File: config.mk
export PLATFORM = sky130hd
export DESIGN_NAME = emu_scan_ctl
export DESIGN_NICKNAME = d
export VERILOG_FILES = /design/src/rtl/emu_scan_pkg.sv /design/src/rtl/emu_shift.sv /design/src/rtl/emu_phase.sv /design/src/rtl/emu_regs.sv /design/src/rtl/emu_scan_ctl.sv
export SDC_FILE = /design/constraint.sdc
export NUM_CORES = 1
export LEC_CHECK = 0
export BUFFER_PORTS_ARGS = -buffer_cell sky130_fd_sc_hd__buf_2
export CORE_MARGIN = 4
export CORE_UTILIZATION = 50
export CTS_CLUSTER_SIZE = 25
export DETAILED_ROUTE_END_ITERATION = 10
export PLACE_DENSITY = 0.71
export SLEW_MARGIN = 20
export SYNTH_ARGS = -nofsm -noshare
export SYNTH_HDL_FRONTEND = slang
export SYNTH_HIERARCHICAL = 1
export SYNTH_SLANG_ARGS = --single-unit
File: constraint.sdc
create_clock -name clk -period 2 [get_ports clk]
set_input_delay 0.2 -clock clk [delete_from_list [all_inputs] [get_ports clk]]
set_output_delay 0.2 -clock clk [all_outputs]
set_load 0.05 [all_outputs]
File: src/rtl/emu_scan_pkg.sv
package emu_scan_pkg;
  localparam int CTL_W = 10;
  localparam int OFS_W = 7;
  localparam logic [OFS_W-1:0] CMD_OFS  = 7'h7E;
  localparam logic [OFS_W-1:0] XMIT_OFS = 7'h7D;

  typedef struct packed {
    logic             rd;
    logic             ex;
    logic             quit;
    logic [OFS_W-1:0] ofs;
  } ctl_t;

  // split a raw control word into its fields
  function automatic ctl_t decode_ctl(input logic [CTL_W-1:0] w);
    ctl_t c;
    c.rd   = w[9];
    c.ex   = w[8];
    c.quit = w[7];
    c.ofs  = w[OFS_W-1:0];
    return c;
  endfunction

  // two-bit status: transmit-full above debug-mode
  function automatic logic [1:0] status_bits(input logic dbg, input logic full);
    return {full, dbg};
  endfunction
endpackage

File: src/rtl/emu_shift.sv
module emu_shift #(
  parameter int DATA_W = 32
) (
  input  logic              clk,
  input  logic              rst_n,
  input  logic              capture,
  input  logic              shift,
  input  logic              tdi,
  input  logic [DATA_W-1:0] cap_val,
  output logic [DATA_W-1:0] sr,
  output logic              tdo
);
  always_ff @(posedge clk or negedge rst_n) begin
    if (!rst_n)       sr <= '0;
    else if (capture) sr <= cap_val;
    else if (shift)   sr <= {tdi, sr[DATA_W-1:1]};
  end

  assign tdo = sr[0];
endmodule

File: src/rtl/emu_phase.sv
module emu_phase
  import emu_scan_pkg::*;
#(
  parameter int IR_W = 4,
  parameter logic [IR_W-1:0] IR_EMU    = 4'h6,
  parameter logic [IR_W-1:0] IR_STATUS = 4'h7,
  parameter logic [IR_W-1:0] IR_DBGREQ = 4'h8
) (
  input  logic             clk,
  input  logic             rst_n,
  input  logic             ir_update,
  input  logic [IR_W-1:0]  ir_code,
  input  logic             update_dr,
  input  logic [CTL_W-1:0] sr_top,
  output logic             sel_emu,
  output logic             sel_status,
  output logic             in_data,
  output ctl_t             ctl,
  output logic             ctrl_done,
  output logic             data_done,
  output logic             debug_req
);
  logic [IR_W-1:0] ir_q;

  assign sel_emu    = (ir_q == IR_EMU);
  assign sel_status = (ir_q == IR_STATUS);
  assign ctrl_done  = update_dr && sel_emu && !in_data;
  assign data_done  = update_dr && sel_emu && in_data;

  always_ff @(posedge clk or negedge rst_n) begin
    if (!rst_n) begin
      ir_q      <= '0;
      in_data   <= 1'b0;
      ctl       <= '0;
      debug_req <= 1'b0;
    end else begin
      debug_req <= ir_update && (ir_code == IR_DBGREQ);
      if (ir_update) begin
        ir_q    <= ir_code;
        in_data <= 1'b0;
      end else if (ctrl_done) begin
        ctl     <= decode_ctl(sr_top);
        in_data <= 1'b1;
      end else if (data_done) begin
        in_data <= 1'b0;
      end
    end
  end

  a_r4_data_after_ctrl: assert property (@(posedge clk) disable iff (!rst_n)
    (ctrl_done && !ir_update) |=> in_data);
  a_r4_ctrl_after_data: assert property (@(posedge clk) disable iff (!rst_n)
    data_done |=> !in_data);
  a_r4_reselect_ctrl: assert property (@(posedge clk) disable iff (!rst_n)
    ir_update |=> !in_data);
endmodule

File: src/rtl/emu_regs.sv
module emu_regs
  import emu_scan_pkg::*;
#(
  parameter int DATA_W = 32
) (
  input  logic              clk,
  input  logic              rst_n,
  input  logic              data_done,
  input  ctl_t              ctl,
  input  logic [DATA_W-1:0] din,
  input  logic              core_xmit_we,
  input  logic [DATA_W-1:0] core_xmit_data,
  output logic [DATA_W-1:0] cmd_q,
  output logic              xmit_full,
  output logic [DATA_W-1:0] rd_val,
  output logic              exec_q,
  output logic              exit_q
);
  logic [DATA_W-1:0] xmit_q;
  logic cmd_wr, xmit_rd_done;

  assign cmd_wr       = data_done && !ctl.rd && (ctl.ofs == CMD_OFS);
  assign xmit_rd_done = data_done && ctl.rd && (ctl.ofs == XMIT_OFS);

  always_comb begin
    case (ctl.ofs)
      CMD_OFS:  rd_val = cmd_q;
      XMIT_OFS: rd_val = xmit_q;
      default:  rd_val = '0;
    endcase
  end

  always_ff @(posedge clk or negedge rst_n) begin
    if (!rst_n) begin
      cmd_q     <= '0;
      xmit_q    <= '0;
      xmit_full <= 1'b0;
      exec_q    <= 1'b0;
      exit_q    <= 1'b0;
    end else begin
      exec_q <= data_done && ctl.ex;
      exit_q <= data_done && ctl.quit;
      if (cmd_wr) cmd_q <= din;
      if (core_xmit_we) begin
        xmit_q    <= core_xmit_data;
        xmit_full <= 1'b1;
      end else if (xmit_rd_done) begin
        xmit_full <= 1'b0;
      end
    end
  end

  a_r5_cmd_hold: assert property (@(posedge clk) disable iff (!rst_n)
    !cmd_wr |=> $stable(cmd_q));
  a_r8_full_sets: assert property (@(posedge clk) disable iff (!rst_n)
    core_xmit_we |=> xmit_full);
  a_r7_full_clears: assert property (@(posedge clk) disable iff (!rst_n)
    (xmit_rd_done && !core_xmit_we) |=> !xmit_full);
  a_r9_xmit_hold: assert property (@(posedge clk) disable iff (!rst_n)
    !core_xmit_we |=> $stable(xmit_q));
endmodule

File: src/rtl/emu_scan_ctl.sv
module emu_scan_ctl
  import emu_scan_pkg::*;
#(
  parameter int DATA_W = 32,
  parameter int IR_W   = 4,
  parameter logic [IR_W-1:0] IR_EMU    = 4'h6,
  parameter logic [IR_W-1:0] IR_STATUS = 4'h7,
  parameter logic [IR_W-1:0] IR_DBGREQ = 4'h8
) (
  input  logic              clk,
  input  logic              rst_n,
  input  logic              ir_update,
  input  logic [IR_W-1:0]   ir_code,
  input  logic              capture_dr,
  input  logic              shift_dr,
  input  logic              update_dr,
  input  logic              tdi,
  output logic              tdo,
  input  logic              core_in_debug,
  input  logic              core_xmit_we,
  input  logic [DATA_W-1:0] core_xmit_data,
  output logic              exec_strobe,
  output logic [DATA_W-1:0] exec_word,
  output logic              exit_debug,
  output logic              debug_req
);
  logic [DATA_W-1:0] sr, cap_val, rd_val;
  logic sel_emu, sel_status, in_data, ctrl_done, data_done, xmit_full;
  ctl_t ctl;

  always_comb begin
    if (sel_status || (sel_emu && !in_data))
      cap_val = {{(DATA_W-2){1'b0}}, status_bits(core_in_debug, xmit_full)};
    else if (sel_emu && ctl.rd)
      cap_val = rd_val;
    else
      cap_val = '0;
  end

  emu_shift #(.DATA_W(DATA_W)) u_shift (
    .clk(clk), .rst_n(rst_n), .capture(capture_dr), .shift(shift_dr),
    .tdi(tdi), .cap_val(cap_val), .sr(sr), .tdo(tdo)
  );

  emu_phase #(.IR_W(IR_W), .IR_EMU(IR_EMU), .IR_STATUS(IR_STATUS),
              .IR_DBGREQ(IR_DBGREQ)) u_phase (
    .clk(clk), .rst_n(rst_n), .ir_update(ir_update), .ir_code(ir_code),
    .update_dr(update_dr), .sr_top(sr[DATA_W-1 -: CTL_W]),
    .sel_emu(sel_emu), .sel_status(sel_status), .in_data(in_data), .ctl(ctl),
    .ctrl_done(ctrl_done), .data_done(data_done), .debug_req(debug_req)
  );

  emu_regs #(.DATA_W(DATA_W)) u_regs (
    .clk(clk), .rst_n(rst_n), .data_done(data_done), .ctl(ctl), .din(sr),
    .core_xmit_we(core_xmit_we), .core_xmit_data(core_xmit_data),
    .cmd_q(exec_word), .xmit_full(xmit_full), .rd_val(rd_val),
    .exec_q(exec_strobe), .exit_q(exit_debug)
  );

  a_r5_exec_single: assert property (@(posedge clk) disable iff (!rst_n)
    exec_strobe |=> !exec_strobe);
  a_r6_exit_flag: assert property (@(posedge clk) disable iff (!rst_n)
    exit_debug |-> $past(ctl.quit));
  a_r10_req_single: assert property (@(posedge clk) disable iff (!rst_n)
    debug_req |=> !debug_req);
  a_r3_ctrl_no_exec: assert property (@(posedge clk) disable iff (!rst_n)
    ctrl_done |=> !exec_strobe && !exit_debug);
endmodule

==> metrics.md <==
| Metric | Value |
|---|---|
| Final setup TNS | `0 ns` |
| # rows | `38` |
| Crit path max fanout | `18` |
| Met1 wire length | `5600 um` |
| Port buffer count | `80` |
| Die area | `12900 um^2` |
| Clock buffer depth | `2` |
| Synthesis-to-finish area growth | `27.2%` |
| Path type of the worst setup path | `reg -> reg` |
| CTS sink count | `115` |
| Vias | `3876` |
| Final routed DRC violation total | `0` |
| Drt via density | `5.35` |
| Tot GR Track Use | `20.7%` |
| Pwr dens | `837 nW/um^2` |
| Crit. End Element | `register` |
| Placer Congestion | `0.802` |
| Place WS | `0.0299 ns` |
| Synth Cell Area | `5570 um^2` |
| First-pass GRT wire length | `20900 um` |
| Top layer in use | `met4` |
| CTS tree | `built` |
| Leak | `3.42 nW` |
| Path type of the worst min-delay path | `in -> reg` |
| Crit path arrival time | `2.27 ns` |
| Worst endpoint required time | `2.40 ns` |
| Unrepaired setup endpoints after global routing | `no` |
| Max-Cap Viols | `0` |
| Fin. max-slew vios | `0` |
| Avg WL per Cell | `17.3 um` |
| Share of cells above drive strength 1 | `41.0%` |
| Final worst-path cycle share | `93.4%` |
| Total CTS buffers | `17` |
| Max frequency | `0.536 GHz` |
| Worst-margin pin slew | `0.596 ns` |
| Hold path start | `ir_update` |
| Clock-pin slew on the worst setup and hold paths | `0.05 ns` |
| Initial Util | `51.2%` |
| # diodes | `0` |
| Endpoints failing setup | `0` |
| DP HPWL | `7920 um` |
| First-pass DRT Iterations | `4` |
| Max-slew headroom | `60.3%` |
| Post-Syn Instances | `451` |
| Synth warnings | `6` |
| Die Width | `114 um` |
| Fin. Hold Viols | `0` |
| Status | `finished, final reports clean` |
| Root Driver | `clkbuf_8` |
| Final worst path period need | `1.87 ns` |
| Initial antenna violation count | `0` |
| Worst skew pair latency | `0.52 ns` |
| Skew final | `0.00563 ns` |
| Slack of the critical path | `0.133 ns` |
| Largest net degree at the start of global routing | `46` |
| Detailed Route Iter0 Violations | `290` |
| Syn nets | `496` |
| Final WL | `12600 um` |
| VDD IR max | `446 uV` |
| H-tree lvl count | `4` |
| Detail Route met2 WL | `6120 um` |
| Die height | `114 um` |
| R2R Path Start | `u_phase/ir_q[0]` |
| Mean Syn Cell Area | `12.4 um^2` |
| Metal3 WL | `662 um` |
| CP startpoint | `u_phase/ir_q[0]` |
| Crit path launch type | `register` |
| Grt total ovfl | `0` |
| Layout fillers | `830` |
| Antenna Nets Post-Route | `0` |
| Vias in the first global route | `4057` |
| Io pins | `81` |
| Final #Nets | `617` |
| Post-CTS Setup Bufs | `0` |
| Core footprint | `10900 um^2` |
-- final cells by class --
class                      instances  area (um^2)  share of cell area, %
multi-input combinational        298         2450                   34.5
sequential                       115         2880                   40.6
clock buffer                      22          453                   6.39
timing repair buffer             137          971                   13.7
inverter                           3         11.3                  0.159
clock inverter                    10          155                   2.19
tap                              140          175                   2.47
-- worst max-delay path: stages (launching register included) --
cell and delay [ns]:
dfrtp_1 0.39, and4bb_2 0.40, nand2_1 0.12, nor2_4 0.16, nand4_4 0.09, buf_4 0.26
mux2_4 0.34
-- power by group --
group	internal, mW	switching [mW]
registers	2.41	0.0534
logic	0.196	0.166
clock network	2.08	1.03
total	4.69	1.24
-- worst paths after layout --
path,end,slack [ns],cells past startpoint
setup / recovery,u_regs/cmd_q[18],0.13,6
hold / removal,u_phase/in_data,0.04,3
setup reg to reg,u_regs/cmd_q[18],0.13,6
hold reg to reg,u_regs/xmit_q[6],0.51,1
max in group asynchronous,u_regs/xmit_q[19],1.09,3
min in group asynchronous,u_regs/xmit_q[8],0.23,2
-- per-layer routing --
layer | vias to the layer above | track usage (%)
met5 | - | 0
met4 | 0 | 7.13
met3 | 19 | 5.04
met2 | 100 | 33.0
met1 | 1933 | 27.7
li1 | 1824 | -
-- registers in the layout (all words and copies together), names as in the netlist --
signal / count
u_phase/ir_q: 4
u_phase/ctl: 10
u_regs/xmit_q: 32
u_regs/exec_q: 1
u_shift/sr: 32
u_regs/cmd_q: 32
u_phase/in_data: 1
u_regs/exit_q: 1
u_phase/debug_req: 1
u_regs/xmit_full: 1
-- cell usage in the layout, fill, tap and decap left out, drive strengths merged, types with 3 or more instances in the layout --
cell type and count:
nor2 34, mux2 77, clkinv 4, bufinv 4
clkbuf 22, mux2i 32, dfrtp 115, o21ai 33
and2 33, inv 3, a22oi 32, buf 96
dlygate4sd3 41, nand2 38
-- repair_timing --
action,CTS,global route
hold endpoints to repair,81,0
endpoints found under the setup margin,0,32
hold buffers,41,0
gates resized for setup,0,2
-- through the flow --
| step | hold slack [ns] | power, mW | instances | cell area [um^2] | util (%) |
|---|---|---|---|---|---|
| 6_report | 0.0357 | 5.93 | 725 | 7090 | 65.1 |
| 3_3_place_gp | 0.244 | 2.79 | 652 | 6060 | 55.7 |
| 2_1_floorplan | -0.0956 | 2.68 | 451 | 5570 | - |
| 3_5_place_dp | 0.242 | 2.81 | 652 | 6060 | 55.7 |
| 5_1_grt | 0.0251 | 6.13 | 725 | 7090 | 65.1 |
| 4_1_cts | 0.0191 | 5.99 | 725 | 7080 | 65.0 |
Power figures use the tool's default switching activity.
